<file path="src/rtl/pdma_pkg.sv">
`timescale 1ns/1ps
package pdma_pkg;
  typedef enum logic [1:0] {
    CH_IDLE  = 2'd0,
    CH_STALL = 2'd1,
    CH_ON    = 2'd2,
    CH_NEXT  = 2'd3
  } ch_state_t;

  localparam logic [5:0] OFS_CTRL  = 6'h00;
  localparam logic [5:0] OFS_INT   = 6'h04;
  localparam logic [5:0] OFS_PORT  = 6'h08;
  localparam logic [5:0] OFS_STAT  = 6'h0C;
  localparam logic [5:0] OFS_CNT0  = 6'h20;
  localparam logic [5:0] OFS_BASE0 = 6'h24;
  localparam logic [5:0] OFS_CNT1  = 6'h30;
  localparam logic [5:0] OFS_BASE1 = 6'h34;

  localparam int B_STALL_EN = 0;
  localparam int B_NFB_EN   = 1;
  localparam int B_ERR_EN   = 3;
  localparam int B_ENABLE   = 4;
  localparam int B_IGN_ERR  = 6;
  localparam logic [6:0] CTRL_MASK = 7'b101_1011;

  // interrupt line: any flag whose enable is set
  function automatic logic irq_merge(input logic [3:0] flags, input logic [3:0] ens);
    return |(flags & ens);
  endfunction
endpackage

</file>
<file path="src/rtl/pdma_slot.sv">
`timescale 1ns/1ps
module pdma_slot #(
  parameter int AW = 32,
  parameter int CW = 16
) (
  input  logic          clk,
  input  logic          rst_n,
  input  logic          wr_cnt,
  input  logic          wr_base,
  input  logic [CW-1:0] cnt_in,
  input  logic [AW-1:0] base_in,
  input  logic          step,
  output logic [AW-1:0] addr,
  output logic [CW-1:0] remain,
  output logic          loaded,
  output logic          last_step
);
  function automatic logic [AW-1:0] bump_addr(input logic [AW-1:0] a);
    return a + AW'(1);
  endfunction
  function automatic logic [CW-1:0] drop_cnt(input logic [CW-1:0] c);
    return c - CW'(1);
  endfunction

  assign last_step = step && (remain == CW'(1));

  always_ff @(posedge clk) begin
    if (!rst_n) begin
      addr   <= '0;
      remain <= '0;
      loaded <= 1'b0;
    end else begin
      if (wr_base)   addr <= base_in;
      else if (step) addr <= bump_addr(addr);
      if (wr_cnt) begin
        remain <= cnt_in;
        loaded <= (cnt_in != '0);
      end else if (step) begin
        remain <= drop_cnt(remain);
        if (last_step) loaded <= 1'b0;
      end
    end
  end

  a_r3_zero_count_unloaded: assert property (@(posedge clk) disable iff (!rst_n)
    (wr_cnt && cnt_in == '0) |=> !loaded);
  a_r4_addr_advance: assert property (@(posedge clk) disable iff (!rst_n)
    (step && !wr_base) |=> addr == $past(addr) + AW'(1));
endmodule

</file>
<file path="src/rtl/pdma_mover.sv">
`timescale 1ns/1ps
module pdma_mover #(
  parameter int AW = 32
) (
  input  logic          clk,
  input  logic          rst_n,
  input  logic          go,
  input  logic          dir,
  input  logic [AW-1:0] src_addr,
  output logic          mem_req,
  output logic          mem_we,
  output logic [AW-1:0] mem_addr,
  output logic [7:0]    mem_wdata,
  input  logic          mem_ack,
  input  logic [7:0]    mem_rdata,
  output logic          out_valid,
  output logic [7:0]    out_data,
  input  logic          out_ready,
  input  logic          in_valid,
  input  logic [7:0]    in_data,
  output logic          in_ready,
  output logic          byte_done,
  output logic          busy
);
  typedef enum logic [1:0] {PH_IDLE, PH_MEM, PH_PER} ph_t;
  ph_t        ph;
  logic       to_per;
  logic [7:0] hold;

  assign in_ready  = (ph == PH_IDLE) && go && !dir;
  assign mem_req   = (ph == PH_MEM);
  assign mem_we    = !to_per;
  assign mem_addr  = src_addr;
  assign mem_wdata = hold;
  assign out_valid = (ph == PH_PER);
  assign out_data  = hold;
  assign busy      = (ph != PH_IDLE);
  assign byte_done = ((ph == PH_MEM) && mem_ack && !to_per) ||
                     ((ph == PH_PER) && out_ready);

  always_ff @(posedge clk) begin
    if (!rst_n) begin
      ph     <= PH_IDLE;
      to_per <= 1'b0;
      hold   <= '0;
    end else begin
      case (ph)
        PH_IDLE:
          if (go && dir) begin
            to_per <= 1'b1;
            ph     <= PH_MEM;
          end else if (in_ready && in_valid) begin
            to_per <= 1'b0;
            hold   <= in_data;
            ph     <= PH_MEM;
          end
        PH_MEM:
          if (mem_ack) begin
            if (to_per) begin
              hold <= mem_rdata;
              ph   <= PH_PER;
            end else begin
              ph <= PH_IDLE;
            end
          end
        PH_PER:  if (out_ready) ph <= PH_IDLE;
        default: ph <= PH_IDLE;
      endcase
    end
  end

  a_r11_req_held: assert property (@(posedge clk) disable iff (!rst_n)
    (mem_req && !mem_ack) |=> (mem_req && $stable(mem_addr)));
  a_r11_out_held: assert property (@(posedge clk) disable iff (!rst_n)
    (out_valid && !out_ready) |=> (out_valid && $stable(out_data)));
endmodule

</file>
<file path="src/rtl/pdma_chan_fsm.sv">
`timescale 1ns/1ps
module pdma_chan_fsm
  import pdma_pkg::*;
(
  input  logic      clk,
  input  logic      rst_n,
  input  logic      enable,
  input  logic      loaded_cur,
  input  logic      loaded_oth,
  input  logic      last_done,
  input  logic      busy,
  output ch_state_t state,
  output logic      cur
);
  ch_state_t nxt;
  logic      flip;

  always_comb begin
    nxt  = state;
    flip = 1'b0;
    case (state)
      CH_IDLE:  if (enable && loaded_cur) nxt = CH_ON;
      CH_ON, CH_NEXT: begin
        if (last_done) begin
          flip = 1'b1;
          nxt  = loaded_oth ? CH_NEXT : CH_STALL;
        end else if (!enable && !busy) begin
          nxt = CH_STALL;
        end else if (state == CH_NEXT && loaded_oth) begin
          nxt = CH_ON;
        end
      end
      CH_STALL: begin
        if (!enable)         nxt = CH_IDLE;
        else if (loaded_cur) nxt = CH_ON;
      end
      default: nxt = CH_IDLE;
    endcase
  end

  always_ff @(posedge clk) begin
    if (!rst_n) begin
      state <= CH_IDLE;
      cur   <= 1'b0;
    end else begin
      state <= nxt;
      if (flip) cur <= !cur;
    end
  end

  a_r8_stall_before_idle: assert property (@(posedge clk) disable iff (!rst_n)
    (state == CH_ON || state == CH_NEXT) |=> state != CH_IDLE);
  a_r7_slot_toggles: assert property (@(posedge clk) disable iff (!rst_n)
    last_done |=> cur != $past(cur));
  a_r6_enter_next: assert property (@(posedge clk) disable iff (!rst_n)
    (last_done && loaded_oth) |=> state == CH_NEXT);
  a_r7_enter_stall: assert property (@(posedge clk) disable iff (!rst_n)
    (last_done && !loaded_oth) |=> state == CH_STALL);
endmodule

</file>
<file path="src/rtl/dbuf_pdma.sv">
`timescale 1ns/1ps
module dbuf_pdma
  import pdma_pkg::*;
#(
  parameter int AW = 32,
  parameter int CW = 16,
  parameter int PW = 4
) (
  input  logic          clk,
  input  logic          rst_n,
  input  logic          reg_we,
  input  logic [5:0]    reg_addr,
  input  logic [31:0]   reg_wdata,
  output logic [31:0]   reg_rdata,
  input  logic          dir,
  output logic [PW-1:0] port_sel,
  output logic          mem_req,
  output logic          mem_we,
  output logic [AW-1:0] mem_addr,
  output logic [7:0]    mem_wdata,
  input  logic          mem_ack,
  input  logic [7:0]    mem_rdata,
  output logic          out_valid,
  output logic [7:0]    out_data,
  input  logic          out_ready,
  input  logic          in_valid,
  input  logic [7:0]    in_data,
  output logic          in_ready,
  input  logic          per_err,
  output logic          irq
);
  localparam int NSLOT = 2;

  logic [6:0]    ctrl_q;
  logic [PW-1:0] port_q;
  logic          err_q;
  ch_state_t     state;
  logic          cur, go, busy, byte_done, last_done;
  logic          wr_int;
  logic [AW-1:0] s_addr   [NSLOT];
  logic [CW-1:0] s_remain [NSLOT];
  logic [NSLOT-1:0] s_loaded, s_last;
  logic [3:0]    int_flags, int_ens;

  assign wr_int = reg_we && (reg_addr == OFS_INT);

  for (genvar i = 0; i < NSLOT; i++) begin : g_slot
    localparam logic [5:0] CNT_OFS  = (i == 0) ? OFS_CNT0  : OFS_CNT1;
    localparam logic [5:0] BASE_OFS = (i == 0) ? OFS_BASE0 : OFS_BASE1;
    pdma_slot #(.AW(AW), .CW(CW)) u_slot (
      .clk       (clk),
      .rst_n     (rst_n),
      .wr_cnt    (reg_we && (reg_addr == CNT_OFS)),
      .wr_base   (reg_we && (reg_addr == BASE_OFS)),
      .cnt_in    (reg_wdata[CW-1:0]),
      .base_in   (reg_wdata[AW-1:0]),
      .step      (byte_done && (cur == 1'(i))),
      .addr      (s_addr[i]),
      .remain    (s_remain[i]),
      .loaded    (s_loaded[i]),
      .last_step (s_last[i])
    );
  end

  assign last_done = |s_last;
  assign go = ctrl_q[B_ENABLE] && (state == CH_ON || state == CH_NEXT) && s_loaded[cur];

  pdma_chan_fsm u_fsm (
    .clk        (clk),
    .rst_n      (rst_n),
    .enable     (ctrl_q[B_ENABLE]),
    .loaded_cur (s_loaded[cur]),
    .loaded_oth (s_loaded[!cur]),
    .last_done  (last_done),
    .busy       (busy),
    .state      (state),
    .cur        (cur)
  );

  pdma_mover #(.AW(AW)) u_mover (
    .clk       (clk),
    .rst_n     (rst_n),
    .go        (go),
    .dir       (dir),
    .src_addr  (s_addr[cur]),
    .mem_req   (mem_req),
    .mem_we    (mem_we),
    .mem_addr  (mem_addr),
    .mem_wdata (mem_wdata),
    .mem_ack   (mem_ack),
    .mem_rdata (mem_rdata),
    .out_valid (out_valid),
    .out_data  (out_data),
    .out_ready (out_ready),
    .in_valid  (in_valid),
    .in_data   (in_data),
    .in_ready  (in_ready),
    .byte_done (byte_done),
    .busy      (busy)
  );

  always_ff @(posedge clk) begin
    if (!rst_n) begin
      ctrl_q <= '0;
      port_q <= '0;
      err_q  <= 1'b0;
    end else begin
      if (reg_we && reg_addr == OFS_CTRL) ctrl_q <= reg_wdata[6:0] & CTRL_MASK;
      if (reg_we && reg_addr == OFS_PORT) port_q <= reg_wdata[PW-1:0];
      if (per_err && !ctrl_q[B_IGN_ERR]) err_q <= 1'b1;
      else if (wr_int)                   err_q <= 1'b0;
    end
  end

  assign int_flags = {err_q, 1'b0, state == CH_NEXT, state == CH_STALL};
  assign int_ens   = {ctrl_q[B_ERR_EN], 1'b0, ctrl_q[B_NFB_EN], ctrl_q[B_STALL_EN]};
  assign irq       = irq_merge(int_flags, int_ens);
  assign port_sel  = port_q;

  always_comb begin
    case (reg_addr)
      OFS_CTRL:  reg_rdata = 32'(ctrl_q);
      OFS_INT:   reg_rdata = 32'(int_flags);
      OFS_PORT:  reg_rdata = 32'(port_q);
      OFS_STAT:  reg_rdata = 32'({state, 3'b000, cur});
      OFS_CNT0:  reg_rdata = 32'(s_remain[0]);
      OFS_BASE0: reg_rdata = 32'(s_addr[0]);
      OFS_CNT1:  reg_rdata = 32'(s_remain[1]);
      OFS_BASE1: reg_rdata = 32'(s_addr[1]);
      default:   reg_rdata = '0;
    endcase
  end

  a_r9_err_write_clears: assert property (@(posedge clk) disable iff (!rst_n)
    (wr_int && !per_err) |=> !err_q);
  a_r9_err_ignored: assert property (@(posedge clk) disable iff (!rst_n)
    (ctrl_q[B_IGN_ERR] && !err_q && !(reg_we && reg_addr == OFS_CTRL)) |=> !err_q);
  a_r10_stall_raises_irq: assert property (@(posedge clk) disable iff (!rst_n)
    (state == CH_STALL && ctrl_q[B_STALL_EN]) |-> irq);
  a_r10_quiet_when_masked: assert property (@(posedge clk) disable iff (!rst_n)
    (ctrl_q[3:0] == 4'b0000) |-> !irq);
endmodule

</file>
<file path="config.mk">
export PLATFORM = sky130hd
export DESIGN_NAME = dbuf_pdma
export DESIGN_NICKNAME = d
export VERILOG_FILES = /design/src/rtl/pdma_pkg.sv /design/src/rtl/pdma_slot.sv /design/src/rtl/pdma_mover.sv /design/src/rtl/pdma_chan_fsm.sv /design/src/rtl/dbuf_pdma.sv
export SDC_FILE = /design/constraint.sdc
export NUM_CORES = 1
export LEC_CHECK = 0
export ABC_AREA = 1
export CORE_MARGIN = 10
export CORE_UTILIZATION = 55
export DETAILED_ROUTE_END_ITERATION = 7
export DONT_BUFFER_PORTS = 1
export GPL_TIMING_DRIVEN = 0
export PLACE_DENSITY = 0.73
export SLEW_MARGIN = 25
export SYNTH_ARGS = -nofsm -noshare
export SYNTH_HDL_FRONTEND = slang
export SYNTH_SLANG_ARGS = --single-unit
</file>
<file path="constraint.sdc">
create_clock -name clk -period 1.7 [get_ports clk]
set_clock_uncertainty 0.2 [all_clocks]
set_input_delay 0.17 -clock clk [delete_from_list [all_inputs] [get_ports clk]]
set_output_delay 0.17 -clock clk [all_outputs]
set_load 0.03 [all_outputs]
</file>
==> results.txt, run 1 <==
----------------------------------------------------
[Placement]
  Placer's final routability congestion estimate ... 1.031
  Cell Count Post-Placement ... 1,593
  Final HPWL DP ... 27,760 microns
  Number of input and output port buffers inserted ... 0

[Yosys]
  Fraction of post-synthesis cell area in the top cell type by area ... 0.2842
  Netlist area before placement ... 8594 sq um
  Synthesized flop and latch total ... 122
  Main area contributors after synthesis ... sky130_fd_sc_hd__dfxtp_1, sky130_fd_sc_hd__nand2_1, sky130_fd_sc_hd__inv_1, sky130_fd_sc_hd__nor2_1, sky130_fd_sc_hd__xor2_1
  Sequential fraction of the synthesis area ... 0.2842
  Post-synth EDFFs ... 0
  Async S/R FF share, synth ... 0
  Cells after Synth ... 1,382
  Post-Syn Area per Cell ... 6.219 sq um
  Number of unique standard cell types used by synthesis ... 42
  Top FF cell, synth ... sky130_fd_sc_hd__dfxtp_1
  Yosys warning count ... 0
  Net Count, Synth ... 1,450
  Area leader, netlist ... sky130_fd_sc_hd__dfxtp_1

[Floorplanning]
  Horiz. Die Dim ... 145.0 microns
  Y dimension of the die ... 145.0 microns
  I/O pin total ... 151
  Rows ... 45
  Initial core utilization ... 0.5633

[Status]
  Last stage reached ... global routing
  Error text reported by the tool ... [ERROR GRT-0232] Routing congestion too high. Check the congestion heatmap in the GUI.
  Outcome ... aborted with a tool error

[Clock network]
  CTS H-Tree Depth ... 4
  Buffer levels on the longest clock path ... 2
  Total clock sinks ... 122
  CTS buffer count ... 17
  Master cell of the clock root buffer ... sky130_fd_sc_hd__clkbuf_16

[Global route]
  Maximum number of pins on one net before global-route repair ... 17
  Global routing usage summed across all routing layers ... 0.6390
  Gr ovfl total ... 3

[Timing]
  Endpoint with the least setup slack after the last global-route repair ... g_slot[1].u_slot.addr[17]$_SDFFE_PN0P_/D
  Worst EP kind ... register data pin

----------------------------------------------------
[per-layer routing]
layer	overflow	GRT usage
met3	0	0.4992
met5	0	0.1114
met4	1	0.6435
met1	0	0.6300
met2	2	0.8019
[timing repair]
item / CTS
pin swaps: 110
hold endpoints to repair: 102
resized for setup: 460
setup buffers: 72
cloned: 14
hold buffers: 61
endpoints found under the setup margin: 178
[cell families after synthesis]
family	after synthesis	share of synthesized area
AOI/OAI and AO/OA	295	0.2006
xor gates and xnor gates	61	0.06216
adders and majority gates	6	0.008735
buffers and inverters	242	0.1173
DFF	122	0.2842
and+or+nand+nor	656	0.3270
[cell usage after synthesis, types with 2 or more instances]
cell,n
sky130_fd_sc_hd__nand3b_1,2
sky130_fd_sc_hd__buf_4,16
sky130_fd_sc_hd__xnor2_1,4
sky130_fd_sc_hd__nor4_1,4
sky130_fd_sc_hd__a22oi_1,21
sky130_fd_sc_hd__dfxtp_1,122
sky130_fd_sc_hd__nor2_2,5
sky130_fd_sc_hd__o21ai_0,72
sky130_fd_sc_hd__nor3b_1,2
sky130_fd_sc_hd__nand2_4,4
sky130_fd_sc_hd__xor2_1,57
sky130_fd_sc_hd__nor3_1,36
sky130_fd_sc_hd__nand3_1,57
sky130_fd_sc_hd__and2_1,2
sky130_fd_sc_hd__a2bb2oi_1,2
sky130_fd_sc_hd__o221ai_1,11
sky130_fd_sc_hd__clkbuf_1,22
sky130_fd_sc_hd__nand2_2,5
sky130_fd_sc_hd__nor2_4,4
sky130_fd_sc_hd__nor2_1,144
sky130_fd_sc_hd__inv_2,9
sky130_fd_sc_hd__a31oi_1,31
sky130_fd_sc_hd__buf_6,3
sky130_fd_sc_hd__nor2_8,2
sky130_fd_sc_hd__o211ai_1,5
sky130_fd_sc_hd__a21oi_1,87
sky130_fd_sc_hd__inv_1,169
sky130_fd_sc_hd__clkinv_1,3
sky130_fd_sc_hd__nand2_1,358
sky130_fd_sc_hd__ha_1,6
sky130_fd_sc_hd__nand4_1,28
sky130_fd_sc_hd__buf_2,14
sky130_fd_sc_hd__buf_1,6
sky130_fd_sc_hd__a211oi_1,2
sky130_fd_sc_hd__o22ai_1,60
[through the flow]
step / setup slack (ns) / cell area, sq um / util
floorplan: -0.03478 / 8947 / -
global placement: -0.5370 / 9211 / 0.6037
detailed placement: -0.5541 / 9211 / 0.6037
CTS: -0.2365 / 13080 / 0.8573
==> inputs of run 2 (changes only) <==
- CORE_UTILIZATION: 55 -> 40
- PLACE_DENSITY: 0.73 -> not set
- PLACE_DENSITY_LB_ADDON: not set -> 0.15
- clock period: 1.7 -> 2.21 ns (I/O delays scaled with it)
==> run 2 against run 1 <==
- the flow now finishes, with violations (negative hold slack, negative setup slack)
- synthesized cell count stayed put
- area after synthesis stayed put
==> results.txt, run 2 <==
----------------------------------------------------
[Status]
  Outcome ... finished with violations (was aborted with a tool error)
  Failing checks ... negative hold slack, negative setup slack

[Pwr]
  Total power per unit cell area ... 519.7 nW/um^2
  Pwr Total ... 5.606 mW
  Leakage ... 3.939 nW
  Max IR drop VDD ... 527.8 uV

[Yosys]
  Post-synth top cells ... sky130_fd_sc_hd__nand2_1, sky130_fd_sc_hd__inv_1, sky130_fd_sc_hd__nor2_1 (unchanged)
  Sequential fraction of the synthesis area ... 0.2842 (unchanged)
  Leading cell type by number of instances after synthesis ... sky130_fd_sc_hd__nand2_1 (unchanged)
  Net Count, Synth ... 1,450 (unchanged)
  Main area contributors after synthesis ... sky130_fd_sc_hd__dfxtp_1, sky130_fd_sc_hd__nand2_1, sky130_fd_sc_hd__inv_1, sky130_fd_sc_hd__nor2_1, sky130_fd_sc_hd__xor2_1 (unchanged)
  Area leader, netlist ... sky130_fd_sc_hd__dfxtp_1 (unchanged)
  Fraction of post-synthesis cell area in the top cell type by area ... 0.2842 (unchanged)
  Post-synth EDFFs ... 0 (unchanged)
  Async S/R FF share, synth ... 0 (unchanged)
  Post-Syn Area per Cell ... 6.219 sq um (unchanged)
  Synthesized flop and latch total ... 122 (unchanged)
  Yosys warning count ... 0 (unchanged)
  Top FF cell, synth ... sky130_fd_sc_hd__dfxtp_1 (unchanged)
  Cells after Synth ... 1,382 (unchanged)
  Netlist area before placement ... 8594 sq um (unchanged)
  Number of unique standard cell types used by synthesis ... 42 (unchanged)

[Global route]
  Vias in the first global route ... 9,504
  Fraction of met1 tracks used by global routing ... 0.3236
  Global routing's busiest layer ... met2
  Global routing met3 resource utilization ... 0.08025
  Number of antenna violations at the first check in global routing ... 0
  Global routing usage summed across all routing layers ... 0.2627
  Maximum number of pins on one net before global-route repair ... 17
  First-pass GRT wire length ... 57,500 microns
  Gr ovfl total ... 0
  Met2 layer usage reported by global route ... 0.4182

[Timing]
  Final worst hold slack ... -0.003862 ns
  Worst-case headroom to the max-slew limit ... 0.3748
  # setup viols final ... 6
  Portion of the clock cycle consumed by the worst path in the final layout ... 1.027
  Number of endpoints with negative hold slack in the final report ... 4
  Transition time at the pin with the least slew margin ... 0.9550 ns
  Highest attainable clock frequency ... 0.4404 GHz
  Post-route worst setup slack ... -0.06044 ns
  Unrepaired setup endpoints after global routing ... yes
  Pins Over Slew Limit ... 0
  Clock period minus final worst setup slack ... 2.270 ns

[Critical path]
  Critical-path cell list ... nor2_2, nand2_1, inv_1, nand2_2, buf_2, buf_2, o221ai_2
  Critical path's slowest cell ... sky130_fd_sc_hd__o221ai_2
  Type of element capturing the critical path ... primary output
  Worst reg2reg setup slack ... 0.06 ns
  Critical path fanouts, max ... 10
  Highest cell delay on the worst timing path ... 0.52 ns
  Kind of start point of the critical path ... primary input
  Reg2reg path depth ... 8
  Critical register-to-register path startpoint ... g_slot[0].u_slot.addr[6]
  End of the worst register-to-register path ... g_slot[0].u_slot.addr[26]
  Worst path most repeated cell ... sky130_fd_sc_hd__buf_2
  Family with the most delay on the worst path ... buffers and inverters
  Worst EP required ... 1.79 ns
  Worst Path Class, Setup ... in -> out
  Data arrival at the endpoint of the critical path ... 1.85 ns
  Critical path buffers and inverters ... 3

[Cells and area]
  Fraction of layout instances using a drive strength above 1 ... 0.1347
  Most used cells in the layout excluding fill and tap cells ... sky130_fd_sc_hd__nand2_1, sky130_fd_sc_hd__inv_1, sky130_fd_sc_hd__nor2_1
  Fill cell instance count of the final layout ... 2,146
  Most flops, register ... g_slot.u_slot.addr
  Register area ... 2452 sq um
  Diode count ... 0
  Number of flip-flops under the largest register name ... 64
  Total area of multi-input combinational cells ... 5749 sq um
  Total number of nets in the final design ... 1,525
  Leading cell type in the layout, fill and taps excluded ... sky130_fd_sc_hd__nand2_1
  Growth of design area from synthesis to finish ... 25.51%
  Post-layout instance area ... 10,790 sq um

[Drt]
  Via density per instance ... 5.823
  Routed wire length per instance ... 22.15 microns
  DR pass1 iterations ... 6
  Total routed wirelength ... 38,650 microns
  Via total after detailed routing ... 10,160
  First DRT Iteration DRCs ... 1,064
  # DRC ... 0
  Post-route ant nets ... 0

[Floorplanning]
  Core region area ... 21,090 sq um
  Initial core utilization ... 0.4076 (was 0.5633)
  Rows ... 53 (was 45)
  Y dimension of the die ... 166.6 microns (was 145.0 microns)
  Die ar. ... 27,750 sq um
  I/O pin total ... 151 (unchanged)
  Horiz. Die Dim ... 166.6 microns (was 145.0 microns)

[Worst hold path]
  Worst Hold Launch ... reg_wdata[16]
  Classification of the worst-slack hold path ... in -> reg
  Worst hold path depth ... 4
  Worst hold endpoint ... g_slot[1].u_slot.addr[16]

[Clock network]
  Total clock sinks ... 122 (unchanged)
  CTS H-Tree Depth ... 4 (unchanged)
  Clock-pin transition on the worst setup and hold timing paths ... 0.06 ns
  Clock tree from TritonCTS ... built
  CTS buffer count ... 17 (unchanged)
  Buffer levels on the longest clock path ... 2 (unchanged)
  Master cell of the clock root buffer ... sky130_fd_sc_hd__clkbuf_16 (unchanged)
  Skew-Pair Late Insertion Delay ... 0.44 ns

[Placement]
  Final HPWL DP ... 29,200 microns (was 27,760 microns)
  Area after detailed placement ... 8939 sq um (was 9211 sq um)
  Placer's final routability congestion estimate ... 1.011 (was 1.031)
  Number of input and output port buffers inserted ... 0 (unchanged)

[Run]
  Total of max-cap violations ... 0

----------------------------------------------------
run 2: cell counts after synthesis:
No cell type changed its count.
run 2: metrics by stage:
stage | instances | setup TNS, ns | util | setup slack (ns)
2_1_floorplan | 1382 | 0 | - | 0.1804
3_3_place_gp | 1657 | -10.72 | 0.4239 | -0.2746
3_5_place_dp | 1657 | -10.31 | 0.4239 | -0.2974
4_1_cts | 1743 | 0 | 0.4958 | 0.001250
5_1_grt | 1745 | -0.8063 | 0.5115 | -0.1182
6_report | 1745 | -0.2241 | 0.5115 | -0.06044
run 2: kinds of logic after synthesis:
family	after synthesis	synth area share
adders and majority gates	6	0.008735
xor gates and xnor gates	61	0.06216
AOI/OAI and AO/OA	295	0.2006
DFF	122	0.2842
buffers and inverters	242	0.1173
and+or+nand+nor	656	0.3270
run 2: power breakdown:
| part | switching, mW | total, mW | internal (mW) | leakage [nW] |
|---|---|---|---|---|
| logic | 0.222 | 0.334 | 0.112 | 2.65 |
| clock network | 1.22 | 3.05 | 1.83 | 0.300 |
| registers | 0.0142 | 2.22 | 2.21 | 0.986 |
run 2: tightest hold or removal path, cell delays in order:
cell	delay (ns)
sky130_fd_sc_hd__inv_1	0.07
sky130_fd_sc_hd__o22ai_1	0.17
sky130_fd_sc_hd__a21oi_1	0.05
sky130_fd_sc_hd__nor2_1	0.07
run 2: cell type report:
cell class | count | area share
multi-input cells | 1018 | 0.5330
clock buffers | 18 | 0.04071
plain buffers | 60 | 0.03387
inverters | 181 | 0.06368
repair buffers | 57 | 0.05220
well taps | 275 | 0.03190
flip-flops and latches | 122 | 0.2274
clock inverters | 14 | 0.01728
run 2: layer usage:
metal | part of all wire | routed length (microns)
met5 | 0 | 0
met4 | 0.043 | 1660
met3 | 0.11 | 4415
met2 | 0.44 | 17070
met1 | 0.40 | 15500
run 2: repair_timing:
item / 4_1_cts / 5_1_grt
gates resized for setup: 93 / 73
setup endpoints to repair: 70 / 104
hold buffers: 54 / 0
pin swaps: 2 / 6
hold endpoints to repair: 92 / 0
setup buffers: 0 / 3
run 2: worst max-delay path by stage:
stage | to | from | depth (start not counted) | slack, ns
2_1_floorplan | reg_rdata[12] | reg_addr[1] | 7 | 0.18
3_3_place_gp | reg_rdata[13] | reg_addr[1] | 7 | -0.27
3_5_place_dp | reg_rdata[13] | reg_addr[1] | 7 | -0.30
4_1_cts | reg_rdata[9] | g_slot[0].u_slot.addr[9] | 2 | 0.001
5_1_grt | reg_rdata[15] | reg_addr[1] | 7 | -0.12
6_report | reg_rdata[13] | reg_addr[1] | 7 | -0.06
Power figures use the tool's default switching activity.
==> inputs of run 3 (changes only) <==
- CORE_UTILIZATION: 40 -> 45
- clock period: 2.21 -> 1.9 ns (I/O delays scaled with it)
==> run 3 against run 2 <==
- the flow finishes with violations (negative setup slack)
- critical path depth decreased by 3
- first-iteration DRC count increased by 14%
- non-clock buffer count increased by 80
- flip-flop and latch count unchanged
- worst hold slack improved by 0.020 ns
- global-route usage increased by 3.9 points
- clock power increased by 14%
- via count increased by 7.4%
- count of clock-buffer cells in the layout decreased by 1
- combinational power increased by 36%
- utilization increased by 18 points
- power increased by 16%
- highest routed layer unchanged
==> results.txt, run 3 (synthesized netlist as in run 2, its figures left out) <==
----------------------------------------------------
[Global route]
  Gr ovfl total ... 0 (unchanged)
  Global routing's busiest layer ... met2 (unchanged)
  First-pass GRT wire length ... 57,530 microns (was 57,500 microns)
  Global routing usage summed across all routing layers ... 0.3018 (was 0.2627)
  Maximum number of pins on one net before global-route repair ... 17 (unchanged)
  Met2 layer usage reported by global route ... 0.4803 (was 0.4182)
  Number of antenna violations at the first check in global routing ... 0 (unchanged)
  Fraction of met1 tracks used by global routing ... 0.3539 (was 0.3236)
  Global routing met3 resource utilization ... 0.1132 (was 0.08025)
  Vias in the first global route ... 9,757 (was 9,504)

[Cells and area]
  Leading cell type in the layout, fill and taps excluded ... sky130_fd_sc_hd__nand2_1 (unchanged)
  Layout Cells excl Fill ... 1,785 (was 1,745)
  Diode count ... 0 (unchanged)
  Most used cells in the layout excluding fill and tap cells ... sky130_fd_sc_hd__nand2_1, sky130_fd_sc_hd__inv_1, sky130_fd_sc_hd__nor2_1 (unchanged)
  Fill cell instance count of the final layout ... 1,497 (was 2,146)
  Total number of nets in the final design ... 1,606 (was 1,525)
  End-of-flow core utilization ... 0.6926 (was 0.5115)
  Number of flip-flops under the largest register name ... 64 (unchanged)
  Fraction of layout instances using a drive strength above 1 ... 0.3114 (was 0.1347)
  Most flops, register ... g_slot.u_slot.addr (unchanged)
  Growth of design area from synthesis to finish ... 51.24% (was 25.51%)

[Critical path]
  Worst path most repeated cell ... sky130_fd_sc_hd__clkbuf_16 (was sky130_fd_sc_hd__buf_2)
  Critical path buffers and inverters ... 3 (unchanged)
  Critical path's slowest cell ... sky130_fd_sc_hd__dfxtp_4 (was sky130_fd_sc_hd__o221ai_2)
  Worst Path Class, Setup ... reg -> out (was in -> out)
  Critical register-to-register path startpoint ... u_mover.ph[1] (was g_slot[0].u_slot.addr[6])
  Data arrival at the endpoint of the critical path ... 1.64 ns (was 1.85 ns)
  Crit. Startpoint ... u_fsm.cur (was reg_addr[1])
  Critical path fanouts, max ... 7 (was 10)
  Worst EP required ... 1.51 ns (was 1.79 ns)
  Type of element capturing the critical path ... primary output (unchanged)
  Kind of start point of the critical path ... flip-flop (was primary input)
  Highest cell delay on the worst timing path ... 0.37 ns (was 0.52 ns)
  Critical-path cell list ... buf_12, clkbuf_16, clkbuf_16, o21ai_4 (was nor2_2, nand2_1, inv_1, nand2_2, buf_2, buf_2, o221ai_2)
  Family with the most delay on the worst path ... buffers and inverters (unchanged)

[Floorplanning]
  Y dimension of the die ... 158.2 microns (was 166.6 microns)
  Rows ... 50 (was 53)
  Horiz. Die Dim ... 158.2 microns (was 166.6 microns)
  Initial core utilization ... 0.4579 (was 0.4076)
  I/O pin total ... 151 (unchanged)
  Core region area ... 18,770 sq um (was 21,090 sq um)
  Die ar. ... 25,030 sq um (was 27,750 sq um)

[Pwr]
  Leakage ... 4.789 nW (was 3.939 nW)
  Max IR drop VDD ... 582.3 uV (was 527.8 uV)
  Total power per unit cell area ... 500.6 nW/um^2 (was 519.7 nW/um^2)

[Placement]
  Placer's final routability congestion estimate ... 1.016 (was 1.011)
  Pre-CTS setup slack ... -0.5183 ns (was -0.2974 ns)
  Final HPWL DP ... 28,310 microns (was 29,200 microns)
  Number of input and output port buffers inserted ... 0 (unchanged)
  Cell Count Post-Placement ... 1,616 (was 1,657)

[Timing]
  Post-route setup TNS ... -3.068 ns (was -0.2241 ns)
  Worst-case headroom to the max-slew limit ... 0.3536 (was 0.3748)
  Transition time at the pin with the least slew margin ... 0.9696 ns (was 0.9550 ns)
  Post-route worst setup slack ... -0.1264 ns (was -0.06044 ns)
  Highest attainable clock frequency ... 0.4935 GHz
  Number of endpoints with negative hold slack in the final report ... 0 (was 4)
  # setup viols final ... 63 (was 6)
  Clock period minus final worst setup slack ... 2.026 ns
  Pins Over Slew Limit ... 0 (unchanged)
  Unrepaired setup endpoints after global routing ... yes (unchanged)
  Portion of the clock cycle consumed by the worst path in the final layout ... 1.067

[Clock network]
  Clock-pin transition on the worst setup and hold timing paths ... 0.06 ns (about the same)
  Buffer levels on the longest clock path ... 2 (unchanged)
  Clock tree from TritonCTS ... built (unchanged)
  Skew-Pair Late Insertion Delay ... 0.43 ns (was 0.44 ns)
  Master cell of the clock root buffer ... sky130_fd_sc_hd__clkbuf_16 (unchanged)
  CTS H-Tree Depth ... 4 (unchanged)
  Total clock sinks ... 122 (unchanged)
  CTS buffer count ... 17 (unchanged)

[Drt]
  DR pass1 iterations ... 8 (was 6)
  Post-route ant nets ... 0 (unchanged)
  # DRC ... 0 (unchanged)
  First DRT Iteration DRCs ... 1,216 (was 1,064)
  Via density per instance ... 6.111 (was 5.823)
  Total routed wirelength ... 41,620 microns (was 38,650 microns)
  Via total after detailed routing ... 10,910 (was 10,160)
  Routed wire length per instance ... 23.32 microns (was 22.15 microns)

[Status]
  Outcome ... finished with violations (unchanged)
  Failing checks ... negative setup slack (was negative hold slack, negative setup slack)

[Run]
  Total of max-cap violations ... 0 (unchanged)

[Worst hold path]
  Classification of the worst-slack hold path ... in -> reg (unchanged)
  Worst Hold Launch ... reg_wdata[12] (was reg_wdata[16])

----------------------------------------------------
-- run 3: cell types whose count changed in the layout (fill, tap and decap cells not counted), moves of 18 or more --
| cell | change |
|---|---|
| sky130_fd_sc_hd__buf_4 | +50 |
| sky130_fd_sc_hd__nand2_1 | -34 |
| sky130_fd_sc_hd__a21oi_1 | -29 |
| sky130_fd_sc_hd__a21oi_2 | +29 |
| sky130_fd_sc_hd__dfxtp_1 | -28 |
| sky130_fd_sc_hd__nand2_2 | +25 |
| sky130_fd_sc_hd__o22ai_1 | -24 |
| sky130_fd_sc_hd__inv_1 | -22 |
| sky130_fd_sc_hd__nor3_1 | -19 |
| sky130_fd_sc_hd__dfxtp_2 | +18 |
-- run 3: report_power, final --
group	internal [mW]	leakage [nW]	switching, mW
combinational	0.154	3.49	0.300
sequential	2.55	1.00	0.0182
clock	2.09	0.299	1.39
total	4.80	4.79	1.71
-- run 3: cell type report --
type	instances	area, sq um	share of cell area
multi-input cells	1018	6890	0.5301
flip-flops and latches	122	2512	0.1933
repair buffers	139	1390	0.1069
inverters	181	735.7	0.05660
plain buffers	58	553.0	0.04255
clock buffers	17	425.4	0.03273
well taps	234	292.8	0.02252
clock inverters	15	190.2	0.01463
repair inverters	1	8.758	0.0006738
-- run 3: path summary, 6_finish.rpt --
| path | end | slack [ns] | depth (start not counted) |
|---|---|---|---|
| setup reg to reg | g_slot[1].u_slot.remain[5] | -0.07 | 11 |
| hold reg to reg | g_slot[1].u_slot.loaded | 0.30 | 2 |
| setup / recovery | mem_addr[13] | -0.13 | 4 |
| hold / removal | g_slot[1].u_slot.addr[12] | 0.02 | 4 |
-- run 3: stage by stage --
stage / instance area, sq um / power (mW) / hold WS [ns]
floorplan: 8607 / 2.797 / 0.1176
global placement: 8900 / 2.885 / 0.1282
detailed placement: 8900 / 2.885 / 0.1403
CTS: 11600 / 6.443 / 0.01389
global route: 13000 / 6.622 / 0.04393
finish: 13000 / 6.507 / 0.01662
-- run 3: layer usage --
| layer | wire (microns) | up-vias |
|---|---|---|
| met5 | 0 | - |
| met4 | 2346 | 0 |
| met3 | 5353 | 176 |
| met2 | 18620 | 728 |
| met1 | 15300 | 5106 |
| li1 | - | 4899 |
-- run 3: worst register-to-register path, cell delays in order, from the launching register on --
cell,delay (ns)
sky130_fd_sc_hd__dfxtp_4,0.37
sky130_fd_sc_hd__inv_4,0.04
sky130_fd_sc_hd__nor2_4,0.24
sky130_fd_sc_hd__nand2_4,0.13
sky130_fd_sc_hd__a21oi_4,0.30
sky130_fd_sc_hd__nand2_2,0.15
sky130_fd_sc_hd__inv_4,0.10
sky130_fd_sc_hd__buf_6,0.13
sky130_fd_sc_hd__nand3_2,0.07
sky130_fd_sc_hd__nand3_2,0.08
sky130_fd_sc_hd__nand2_1,0.05
sky130_fd_sc_hd__inv_1,0.07
-- run 3: timing repair --
item                                    4_1_cts  5_1_grt
endpoints found under the setup margin      169      154
pin swaps                                    60       72
gates resized for setup                     296      256
hold buffers                                 59        0
buffers inserted                             25       46
gates cloned                                  4        8
hold endpoints to repair                    103        0
==> inputs of run 4 (changes only) <==
- GPL_TIMING_DRIVEN: 0 -> not set
==> run 4 against run 3 <==
- the flow finishes with violations (design-rule violations, negative setup slack)
- sequential power is essentially flat
- clock power grew 2%
- critical endpoint is now in_ready
- combinational power shrank 5.1%
- highest routed layer unchanged
- design area shrank 5.6%
- worst hold slack is essentially flat
==> results.txt, run 4 (synthesized netlist as in run 2, its figures left out) <==
----------------------------------------------------
[Global route]
  First-pass GRT wire length ... 57,040 microns (was 57,530 microns)
  Vias in the first global route ... 10,290 (was 9,757)
  Global routing usage summed across all routing layers ... 0.2931 (was 0.3018)
  Number of antenna violations at the first check in global routing ... 0 (unchanged)
  Maximum number of pins on one net before global-route repair ... 51 (was 17)
  Gr ovfl total ... 0 (unchanged)

[Critical path]
  Critical register-to-register path startpoint ... g_slot[1].u_slot.addr[1] (was u_mover.ph[1])
  Worst EP required ... 1.51 ns (about the same)
  Critical path's slowest cell ... sky130_fd_sc_hd__dfxtp_4 (unchanged)
  Family with the most delay on the worst path ... flip-flops (was buffers and inverters)
  Worst path most repeated cell ... sky130_fd_sc_hd__buf_4 (was sky130_fd_sc_hd__clkbuf_16)
  Reg2reg path depth ... 9 (was 11)
  Data arrival at the endpoint of the critical path ... 1.60 ns (was 1.64 ns)
  Type of element capturing the critical path ... primary output (unchanged)
  Critical-path cell list ... o211ai_1, buf_4, nor2_4, nand2_1, nor2_1, buf_4 (was buf_12, clkbuf_16, clkbuf_16, o21ai_4)
  End of the worst register-to-register path ... g_slot[1].u_slot.addr[16] (was g_slot[1].u_slot.remain[5])
  Critical path fanouts, max ... 7 (unchanged)
  Critical path buffers and inverters ... 2 (was 3)
  Worst Path Class, Setup ... reg -> out (unchanged)
  Kind of start point of the critical path ... flip-flop (unchanged)
  Worst reg2reg setup slack ... 0.05 ns (was -0.07 ns)
  Highest cell delay on the worst timing path ... 0.48 ns (was 0.37 ns)

[Placement]
  Pre-CTS setup slack ... -0.02440 ns (was -0.5183 ns)
  Area after detailed placement ... 10,190 sq um (was 8900 sq um)
  Number of input and output port buffers inserted ... 0 (unchanged)
  Final HPWL DP ... 27,650 microns (was 28,310 microns)
  Placer's final routability congestion estimate ... 1.013 (was 1.016)
  Cell Count Post-Placement ... 1,752 (was 1,616)

[Drt]
  Total routed wirelength ... 38,010 microns (was 41,620 microns)
  Post-route ant nets ... 0 (unchanged)
  Via density per instance ... 5.814 (was 6.111)
  Via total after detailed routing ... 10,800 (was 10,910)
  # DRC ... 1 (was 0)
  Routed wire length per instance ... 20.47 microns (was 23.32 microns)
  First DRT Iteration DRCs ... 1,103 (was 1,216)
  DR pass1 iterations ... 8 (unchanged)

[Floorplanning]
  Initial core utilization ... 0.4579 (unchanged)
  Y dimension of the die ... 158.2 microns (unchanged)
  Core region area ... 18,770 sq um (unchanged)
  Rows ... 50 (unchanged)
  Die ar. ... 25,030 sq um (unchanged)
  I/O pin total ... 151 (unchanged)
  Horiz. Die Dim ... 158.2 microns (unchanged)

[Worst hold path]
  Worst Hold Launch ... reg_wdata[11] (was reg_wdata[12])
  Classification of the worst-slack hold path ... in -> reg (unchanged)
  Worst hold path depth ... 4 (unchanged)
  Worst hold endpoint ... g_slot[0].u_slot.remain[11] (was g_slot[1].u_slot.addr[12])

[Status]
  Failing checks ... design-rule violations, negative setup slack (was negative setup slack)
  Outcome ... finished with violations (unchanged)

[Clock network]
  Skew-Pair Late Insertion Delay ... 0.44 ns (was 0.43 ns)
  Total clock sinks ... 122 (unchanged)
  Clock tree from TritonCTS ... built (unchanged)
  Master cell of the clock root buffer ... sky130_fd_sc_hd__clkbuf_16 (unchanged)
  CTS buffer count ... 17 (unchanged)
  CTS H-Tree Depth ... 4 (unchanged)
  Clock-pin transition on the worst setup and hold timing paths ... 0.06 ns (about the same)
  Buffer levels on the longest clock path ... 2 (unchanged)

[Cells and area]
  Growth of design area from synthesis to finish ... 42.74% (was 51.24%)
  Fraction of layout instances using a drive strength above 1 ... 0.2668 (was 0.3114)
  Diode count ... 0 (unchanged)
  Number of flip-flops under the largest register name ... 64 (unchanged)
  Most flops, register ... g_slot.u_slot.addr (unchanged)
  Layout Cells excl Fill ... 1,857 (was 1,785)
  Post-layout instance area ... 12,270 sq um (was 13,000 sq um)
  Total number of nets in the final design ... 1,678 (was 1,606)
  Leading cell type in the layout, fill and taps excluded ... sky130_fd_sc_hd__nand2_1 (unchanged)
  Most used cells in the layout excluding fill and tap cells ... sky130_fd_sc_hd__nand2_1, sky130_fd_sc_hd__buf_4, sky130_fd_sc_hd__inv_1 (was sky130_fd_sc_hd__nand2_1, sky130_fd_sc_hd__inv_1, sky130_fd_sc_hd__nor2_1)
  Fill cell instance count of the final layout ... 1,650 (was 1,497)
  End-of-flow core utilization ... 0.6537 (was 0.6926)

[Timing]
  Final worst hold slack ... 0.01706 ns (was 0.01662 ns)
  Highest attainable clock frequency ... 0.5023 GHz (was 0.4935 GHz)
  Post-route worst setup slack ... -0.09070 ns (was -0.1264 ns)
  Portion of the clock cycle consumed by the worst path in the final layout ... 1.048 (was 1.067)
  Post-route setup TNS ... -0.1852 ns (was -3.068 ns)
  Pins Over Slew Limit ... 0 (unchanged)
  Worst-case headroom to the max-slew limit ... 0.5762 (was 0.3536)
  Transition time at the pin with the least slew margin ... 0.6348 ns (was 0.9696 ns)
  # setup viols final ... 7 (was 63)
  Clock period minus final worst setup slack ... 1.991 ns (was 2.026 ns)
  Unrepaired setup endpoints after global routing ... yes (unchanged)
  Number of endpoints with negative hold slack in the final report ... 0 (unchanged)

[Pwr]
  Leakage ... 4.936 nW (was 4.789 nW)
  Pwr Total ... 6.572 mW (was 6.507 mW)
  Total power per unit cell area ... 535.7 nW/um^2 (was 500.6 nW/um^2)
  Max IR drop VDD ... 573.1 uV (was 582.3 uV)

[Run]
  Total of max-cap violations ... 0 (unchanged)

----------------------------------------------------
-- run 4: cell count changes in the layout (fill, tap and decap cells not counted), sizes merged --
cell and change:
buf +95, clkbuf -22, clkinv -6, inv +6
clkinvlp -1
-- run 4: worst max-delay path by stage --
stage                     cells past startpoint                         to                startpoint  slack, ns
after global placement                        9  g_slot[0].u_slot.addr[30]  g_slot[0].u_slot.addr[1]      -0.03
after CTS                                     4                mem_addr[0]                 u_fsm.cur      -0.08
after detailed placement                      9  g_slot[0].u_slot.addr[30]  g_slot[0].u_slot.addr[1]      -0.02
final                                         6                   in_ready                 u_fsm.cur      -0.09
after global routing                          7                   in_ready                 u_fsm.cur      -0.15
after floorplan                               7              reg_rdata[12]               reg_addr[1]      -0.07
-- run 4: timing repair --
action | in CTS | in global routing
endpoints found under the hold margin | 119 | 0
setup buffers | 4 | 8
resized for setup | 68 | 166
endpoints found under the setup margin | 37 | 104
pin swaps | 9 | 28
gates cloned | 1 | 1
hold buffers | 60 | 0
-- run 4: cell type report --
cell class	count	area, sq um	area share
flip-flops and latches	122	2482	0.2023
clock buffers	17	425.4	0.03468
well taps	234	292.8	0.02387
multi-input cells	1018	5728	0.4669
clock inverters	15	202.7	0.01652
inverters	181	688.2	0.05609
repair buffers	270	2449	0.1996
-- run 4: where the power goes --
| part | total, mW | leakage, nW | switching [mW] | internal [mW] |
|---|---|---|---|---|
| registers | 2.58 | 0.998 | 0.0134 | 2.57 |
| clock network | 3.56 | 0.303 | 1.44 | 2.12 |
| logic | 0.431 | 3.64 | 0.269 | 0.163 |
-- run 4: worst min-delay path: stages --
cell and delay, ns:
sky130_fd_sc_hd__inv_1 0.08, sky130_fd_sc_hd__o22ai_1 0.22, sky130_fd_sc_hd__a21oi_1 0.06, sky130_fd_sc_hd__nor2_1 0.07
-- run 4: metal layers --
metal  up-vias  share of wire  wire length (microns)  track usage
met5         -              0                      0            0
met4         0          0.054                   2034       0.1557
met3       135           0.11                   4204      0.08277
met2       673           0.45                  17000       0.4665
met1      4951           0.39                  14780       0.3512
li1       5038              -                      -            -
